$ cat config.mk
export PLATFORM = sky130hd
export DESIGN_NAME = lsu_byte_align
export DESIGN_NICKNAME = d
export VERILOG_FILES = /design/src/rtl/lsu_align_pkg.sv /design/src/rtl/lsu_ea_adder.sv /design/src/rtl/lsu_store_lane.sv /design/src/rtl/lsu_load_extract.sv /design/src/rtl/lsu_byte_align.sv
export SDC_FILE = /design/constraint.sdc
export NUM_CORES = 1
export LEC_CHECK = 0
export ABC_CLOCK_PERIOD_IN_PS = 3100
export BUFFER_PORTS_ARGS = -buffer_cell sky130_fd_sc_hd__clkbuf_2
export CORE_AREA = 3 3 69 120
export DETAILED_ROUTE_END_ITERATION = 12
export DIE_AREA = 0 0 72 123
export PLACE_DENSITY_LB_ADDON = 0.2
export SETUP_SLACK_MARGIN = 0.2
export SYNTH_ARGS = -nofsm -noshare
export SYNTH_HDL_FRONTEND = slang
export SYNTH_SLANG_ARGS = --single-unit
export TNS_END_PERCENT = 50
$ cat constraint.sdc
create_clock -name vclk -period 3.1
set_input_delay 0.155 -clock vclk [all_inputs]
set_output_delay 0.155 -clock vclk [all_outputs]
set_load 0.005 [all_outputs]
$ cat src/rtl/lsu_align_pkg.sv
package lsu_align_pkg;
  typedef enum logic [1:0] {
    SZ_BYTE = 2'b00,
    SZ_HALF = 2'b01,
    SZ_WORD = 2'b10,
    SZ_RSVD = 2'b11
  } acc_size_e;

  function automatic acc_size_e size_of(input logic [2:0] code);
    return acc_size_e'(code[1:0]);
  endfunction
endpackage

$ cat src/rtl/lsu_ea_adder.sv
module lsu_ea_adder #(
  parameter int XLEN  = 32,
  parameter int IMM_W = 12,
  parameter int OFS_W = 2
) (
  input  logic [XLEN-1:0]  base,
  input  logic [IMM_W-1:0] imm,
  output logic [XLEN-1:0]  word_addr,
  output logic [OFS_W-1:0] byte_ofs
);
  localparam int EXT_W = XLEN - IMM_W;

  logic [XLEN-1:0] imm_sx;
  logic [XLEN-1:0] eff;

  assign imm_sx    = {{EXT_W{imm[IMM_W-1]}}, imm};
  assign eff       = base + imm_sx;
  assign word_addr = {eff[XLEN-1:OFS_W], {OFS_W{1'b0}}};
  assign byte_ofs  = eff[OFS_W-1:0];
endmodule

$ cat src/rtl/lsu_store_lane.sv
module lsu_store_lane
  import lsu_align_pkg::*;
#(
  parameter int XLEN  = 32,
  parameter int LANES = XLEN / 8,
  parameter int OFS_W = $clog2(LANES)
) (
  input  acc_size_e        size,
  input  logic [OFS_W-1:0] ofs,
  input  logic             op_any,
  input  logic             op_store,
  input  logic [XLEN-1:0]  src,
  output logic [XLEN-1:0]  wdata,
  output logic [LANES-1:0] wstrb,
  output logic             misaligned
);
  logic             raw_mis;
  logic             wr_ok;
  logic [LANES-1:0] lane_hit;

  always_comb begin
    unique case (size)
      SZ_HALF: raw_mis = ofs[0];
      SZ_WORD: raw_mis = (ofs != '0);
      default: raw_mis = 1'b0;
    endcase
  end

  assign misaligned = op_any & raw_mis;
  assign wr_ok      = op_store & ~raw_mis & (size != SZ_RSVD);

  for (genvar i = 0; i < LANES; i++) begin : g_lane
    localparam logic [OFS_W-1:0] LANE_IDX = OFS_W'(i);
    localparam logic [OFS_W-1:0] PAIR_IDX = OFS_W'(i / 2);

    always_comb begin
      unique case (size)
        SZ_BYTE: lane_hit[i] = (ofs == LANE_IDX);
        SZ_HALF: lane_hit[i] = ((ofs >> 1) == PAIR_IDX);
        default: lane_hit[i] = 1'b1;
      endcase
    end

    always_comb begin
      unique case (size)
        SZ_BYTE: wdata[i*8 +: 8] = src[7:0];
        SZ_HALF: wdata[i*8 +: 8] = src[(i % 2)*8 +: 8];
        default: wdata[i*8 +: 8] = src[i*8 +: 8];
      endcase
    end

    assign wstrb[i] = wr_ok & lane_hit[i];
  end
endmodule

$ cat src/rtl/lsu_load_extract.sv
module lsu_load_extract
  import lsu_align_pkg::*;
#(
  parameter int XLEN  = 32,
  parameter int LANES = XLEN / 8,
  parameter int OFS_W = $clog2(LANES)
) (
  input  acc_size_e        size,
  input  logic             zext,
  input  logic             enable,
  input  logic [OFS_W-1:0] ofs,
  input  logic [XLEN-1:0]  rdata,
  output logic [XLEN-1:0]  result
);
  logic [7:0]       b_sel;
  logic [15:0]      h_sel;
  logic [OFS_W-1:0] h_base;
  logic             fill;

  assign h_base = {ofs[OFS_W-1:1], 1'b0};
  assign b_sel  = rdata[ofs*8 +: 8];
  assign h_sel  = rdata[h_base*8 +: 16];

  always_comb begin
    fill   = 1'b0;
    result = '0;
    if (enable) begin
      unique case (size)
        SZ_BYTE: begin
          fill   = ~zext & b_sel[7];
          result = {{(XLEN-8){fill}}, b_sel};
        end
        SZ_HALF: begin
          fill   = ~zext & h_sel[15];
          result = {{(XLEN-16){fill}}, h_sel};
        end
        SZ_WORD: result = rdata;
        default: result = '0;
      endcase
    end
  end
endmodule

$ cat src/rtl/lsu_byte_align.sv
module lsu_byte_align
  import lsu_align_pkg::*;
#(
  parameter int XLEN  = 32,
  parameter int IMM_W = 12,
  parameter int LANES = XLEN / 8,
  parameter int OFS_W = $clog2(LANES)
) (
  input  logic             op_load,
  input  logic             op_store,
  input  logic [2:0]       funct3,
  input  logic [XLEN-1:0]  base_addr,
  input  logic [IMM_W-1:0] imm_ofs,
  input  logic [XLEN-1:0]  store_src,
  input  logic [XLEN-1:0]  mem_rdata,
  output logic [XLEN-1:0]  mem_addr,
  output logic [XLEN-1:0]  mem_wdata,
  output logic [LANES-1:0] mem_wstrb,
  output logic [XLEN-1:0]  load_result,
  output logic             misaligned
);
  acc_size_e        size;
  logic [OFS_W-1:0] ofs;

  assign size = size_of(funct3);

  lsu_ea_adder #(.XLEN(XLEN), .IMM_W(IMM_W), .OFS_W(OFS_W)) u_ea (
    .base      (base_addr),
    .imm       (imm_ofs),
    .word_addr (mem_addr),
    .byte_ofs  (ofs)
  );

  lsu_store_lane #(.XLEN(XLEN), .LANES(LANES), .OFS_W(OFS_W)) u_st (
    .size       (size),
    .ofs        (ofs),
    .op_any     (op_load | op_store),
    .op_store   (op_store),
    .src        (store_src),
    .wdata      (mem_wdata),
    .wstrb      (mem_wstrb),
    .misaligned (misaligned)
  );

  lsu_load_extract #(.XLEN(XLEN), .LANES(LANES), .OFS_W(OFS_W)) u_ld (
    .size   (size),
    .zext   (funct3[2]),
    .enable (op_load & ~misaligned),
    .ofs    (ofs),
    .rdata  (mem_rdata),
    .result (load_result)
  );
endmodule

# Yosys cells after proc, flatten, opt, wreduce, memory -nomap -nowiden
# Cells that the tools add are included.
dict set report word_totals {
  elab_cells 38
  out_inout_bits 101
  reg_bits 0
  input_bits 113
}
dict set report classes {
  n_reduce_logical 5
  n_shift 2
  addsub 1
  eq_ne 6
  mux 10
  bitwise 14
}
# op count
set op_table {}
lappend op_table {{case mux 32 bit (3 select lines)} 1}
lappend op_table {{adder 32 bit} 1}
lappend op_table {{2-to-1 mux 32 bit} 1}
lappend op_table {{indexed part select 32 x 6 -> 16 bit} 1}
lappend op_table {{indexed part select 32 x 6 -> 8 bit} 1}
lappend op_table {{2-to-1 mux 8 bit} 2}
lappend op_table {{case mux 8 bit (2 select lines)} 1}
lappend op_table {{AND 1 bit} 10}
lappend op_table {{case mux 1 bit (2 select lines)} 5}
lappend op_table {{equality test 2 bit, second input constant} 3}
lappend op_table {{zero test 2 bit} 3}
lappend op_table {{equality test 2 x 1 -> 1 bit, second input constant} 2}
lappend op_table {{inverter 1 bit} 3}
lappend op_table {{!= test 2 bit, second input constant} 1}
lappend op_table {{nonzero test 2 bit} 1}
lappend op_table {{OR reduction 2 bit} 1}
lappend op_table {{OR 1 bit} 1}

# Depth between registers and ports, before layout
dict set report logic_depth {
  ltp_word 7
  mapped_depth 10
  depth_no_buf 10
}

# Hierarchy
# From an unflattened synthesis, not the netlist that was laid out.
dict set report unflattened {
  hier_cells 437
  hier_area_um2 3090.5
}
# module n_inst cells_each area_each_um2 seq_area_each_um2
set by_module_without_submodules {}
lappend by_module_without_submodules {lsu_ea_adder 1 244 1762.9 0.0}
lappend by_module_without_submodules {lsu_load_extract 1 117 749.5 0.0}
lappend by_module_without_submodules {lsu_store_lane 1 74 565.5 0.0}
lappend by_module_without_submodules {lsu_byte_align 1 2 12.5 0.0}

# Worst setup path after synthesis
# No wires, ideal clock.
dict set report synth_path {
  path_type {input port to output port}
  start {in base_addr[0]}
  end {out load_result[21]}
  path_slack_ns 0.758
  required_time_ns 2.945
  stages 9
  path_buffers 2
  arrival_time_ns 2.187
  path_cell_list {ha_1 inv_1 fa_1 buf_2 mux2_2 o211ai_1 a21o_1 clkbuf_1 a21oi_1}
}
dict set report synth_between {
  elab_chain_len 7
  elab_cells_between_ends 12
  classes_between {1 x add/sub; 2 x shift; 3 x mux; 5 x bitwise; 1 x reduce/logical}
}
# item line_no
set synth_rtl {}
lappend synth_rtl {{start, declared} lsu_byte_align.sv:12} ;# input logic [XLEN-1:0] base_addr,
lappend synth_rtl {{adder 32 bit (*)} lsu_ea_adder.sv:17} ;# assign eff = base + imm_sx;
lappend synth_rtl {{branches (longest 5 deep; another with indexed part select 32 x 6 -> 16 bit)} -}
lappend synth_rtl {{2-to-1 mux 32 bit (*)} lsu_load_extract.sv:27} ;# if (enable) begin
lappend synth_rtl {{end, declared} lsu_byte_align.sv:19} ;# output logic [XLEN-1:0] load_result,
# Mark *: on every way between the ends.

# Worst setup path in the final report
dict set report layout_path {
  start {in base_addr[0]}
  end {out mem_addr[28]}
}
dict set report layout_between {
  elab_chain_len 1
}
# item line_no
set layout_rtl {}
lappend layout_rtl {{adder 32 bit} lsu_ea_adder.sv:17}
lappend layout_rtl {{end, declared} lsu_byte_align.sv:16} ;# output logic [XLEN-1:0] mem_addr,
# No other way between the ends.

==> metrics.md <==
| Metric | Value |
|---|---|
| Max-Cap Viols | 0 |
| Post-synth top area share | 0.146 |
| Area grow syn2layout | 35.4% |
| Combinational Power Share | 1.000 |
| CP Data Arrival Time | 2.58 ns |
| Yosys warning count | 0 |
| Unique cell type count in the Yosys netlist | 55 |
| Max Slew Vio Count | 0 |
| Post-Layout Cell Count | 704 |
| Drt wl/cell | 16.7 µm |
| DRC Markers | 0 |
| Critical path class | in2out |
| Cell mode on critical path | clkbuf_2 |
| Max-slew headroom | 0.535 |
| Layout Nets | 766 |
| Final hold violation count | 0 |
| Sw frac | 0.535 |
| Post-layout instance area | 0.00406 mm² |
| Vias per inst | 5.74 |
| Clock power frac | 0 |
| Min Clock Period, post-route | 2.74 ns |
| IO Pins | 214 |
| Cells after DPL | 703 |
| Final TNS setup | 0 ns |
| Vias in the first global route | 3846 |
| Pint | 0.417 mW |
| Fill count | 782 |
| Delay-heaviest family, CP | compound AO/OA/AOI/OAI gates |
| Slew @ Worst Pin | 0.697 ns |
| Die Width | 72 µm |
| Cell Pwr Density | 221 mW/mm² |
| Final GP Congestion | 1.00 |
| Clock buf count | 0 |
| Crit-path max FO | 4 |
| Finish-stage setup viols | 0 |
| First-pass GRT wire length | 17800 µm |
| Largest net degree at the start of global routing | 23 |
| Mapped Area | 0.00300 mm² |
| Detailed-router iteration count before antenna repair | 5 |
| Outcome | complete, no violations |
| Dpl ws | 0.380 ns |
| Final ANT Viol Nets | 0 |
| Switching Power | 0.480 mW |
| Post-CTS resize count | 0 |
| Hold_buf cts | 0 |
| WP buf/inv | 3 |
| I/O Buffers | 212 |
| Core Rows | 42 |
| Total GRT Usage | 0.242 |
| Syn Inst Count | 433 |
| Vias | 4039 |
| Hold crit path type | in2out |
| DRT iter0 DRCs | 322 |
| Sequential cells | 0 |
| Crit share post-route | 0.883 |
| Initial Util | 0.399 |
| Sequential cell area | 0 µm² |
| Crit. End Element | output port |
| Placeable Area | 0.00751 mm² |
| Worst path required time | 2.94 ns |
| Die area | 0.00886 mm² |
| Final core area utilization | 0.540 |
| Unrepaired setup endpoints after global routing | yes |
| Drt total wl | 11800 µm |
| Area of the multi-input gates | 0.00276 mm² |
| Area of placed instances | 0.00406 mm² |
| Postcts setup bufs | 0 |
| Fraction of layout cells with a size suffix above 1 | 0.423 |
| Die H | 123 µm |
| Slowest stage delay, CP | 0.44 ns |
| Avg Cell Area, Syn | 6.93 µm² |
| Cells along the critical path | clkbuf_2 > ha_1 > inv_1 > fa_1 > nor2b_4 > o2111a_1 > o211ai_1 > o31ai_2 > and4_4 > nor3_1 > a311oi_1 > clkbuf_2 |
| Top-count cell post-synth | nand2_1 |
| Initial antenna violation count | 1 |
| Setup ws final | 0.362 ns |
| Overflow after GRT | 0 |
| Leak | 2.15 nW |
| Seq pwr share | 0 |
| Dominant cell type by area after synthesis | ha_1 |
| Crit-path slowest cell | fa_1 |
| Sequential share of the synthesized area | 0 |
| Top cells by area, synth | ha_1 15%, a21oi_1 10%, nand2_1 7.8%, mux2_2 6.4%, mux4_2 5.3% |
| DP Wirelength | 10100 µm |
| Critical Path Start Type | input port |
| Max Clock Freq | 0.365 GHz |
| VDD IR max | 0.107 mV |
| Commonest cells in the netlist | 62 x nand2_1, 60 x a21oi_1, 35 x ha_1 |
==> kinds of logic (layout without fill, tap and decap cells) <==
family          count (synthesis)  after routing  synth area share
other cells                     1              3           0.00125
xor+xnor                       26             26            0.0759
fa+ha+maj                      36             36             0.153
compound gates                156            156             0.364
buf+inv                        54            235            0.0821
simple gates                  134            134             0.201
mux                            26             26             0.123
==> metal layers <==
metal	GRT usage	routed length (µm)	share of wire	vias up
met2	0.473	6410	0.54	189
met4	0.0659	253	0.021	0
met1	0.269	4220	0.36	1861
li1	-	-	-	1970
met5	0	0	0	-
met3	0.0277	907	0.077	19
==> placed cells by master (no fill, tap or decap), types with 3 or more instances in the layout <==
| cell | n |
|---|---|
| nor3_1 | 10 |
| a211oi_1 | 4 |
| xor2_1 | 8 |
| a31oi_1 | 3 |
| nor2b_1 | 3 |
| o21bai_1 | 6 |
| a21oi_1 | 60 |
| nand2_1 | 62 |
| clkbuf_2 | 212 |
| inv_1 | 15 |
| o21ai_0 | 12 |
| mux4_2 | 7 |
| o211ai_1 | 5 |
| nand3_1 | 7 |
| ha_1 | 35 |
| xnor2_1 | 18 |
| o21a_1 | 6 |
| and3_1 | 6 |
| a22oi_1 | 18 |
| buf_4 | 7 |
| o21ai_2 | 3 |
| nor2_1 | 29 |
| nand4_1 | 5 |
| a21o_1 | 13 |
| a222oi_1 | 7 |
| mux2_2 | 17 |
==> worst paths after layout <==
path / start / depth (start not counted) / slack [ns] / endpoint
max: base_addr[0] / 12 / 0.36 / mem_addr[28]
min: store_src[1] / 2 / 0.52 / mem_wdata[1]
==> power groups by stage <==
stage / Combinational (mW) / Sequential (mW) / Clock (mW)
after floorplan: 0.550 / 0 / 0
after global placement: 0.885 / 0 / 0
after detailed placement: 0.893 / 0 / 0
after CTS: 0.898 / 0 / 0
after global routing: 0.990 / 0 / 0.0000000432
final: 0.897 / 0 / 0.0000000433
==> metrics by stage <==
step | power, mW | hold WS [ns]
2_1_floorplan | 0.550 | 0.391
3_3_place_gp | 0.885 | 0.521
3_5_place_dp | 0.893 | 0.523
4_1_cts | 0.898 | 0.523
5_1_grt | 0.990 | 0.534
6_report | 0.897 | 0.521
==> area by class of cell <==
cell class,count,share of cell area
Antenna cell,1,0.000616
Inverter,15,0.0139
Multi-Input combinational cell,380,0.679
Tap cell,88,0.0271
Timing Repair Buffer,220,0.279
No activity file was read; power rests on OpenSTA's default activity.
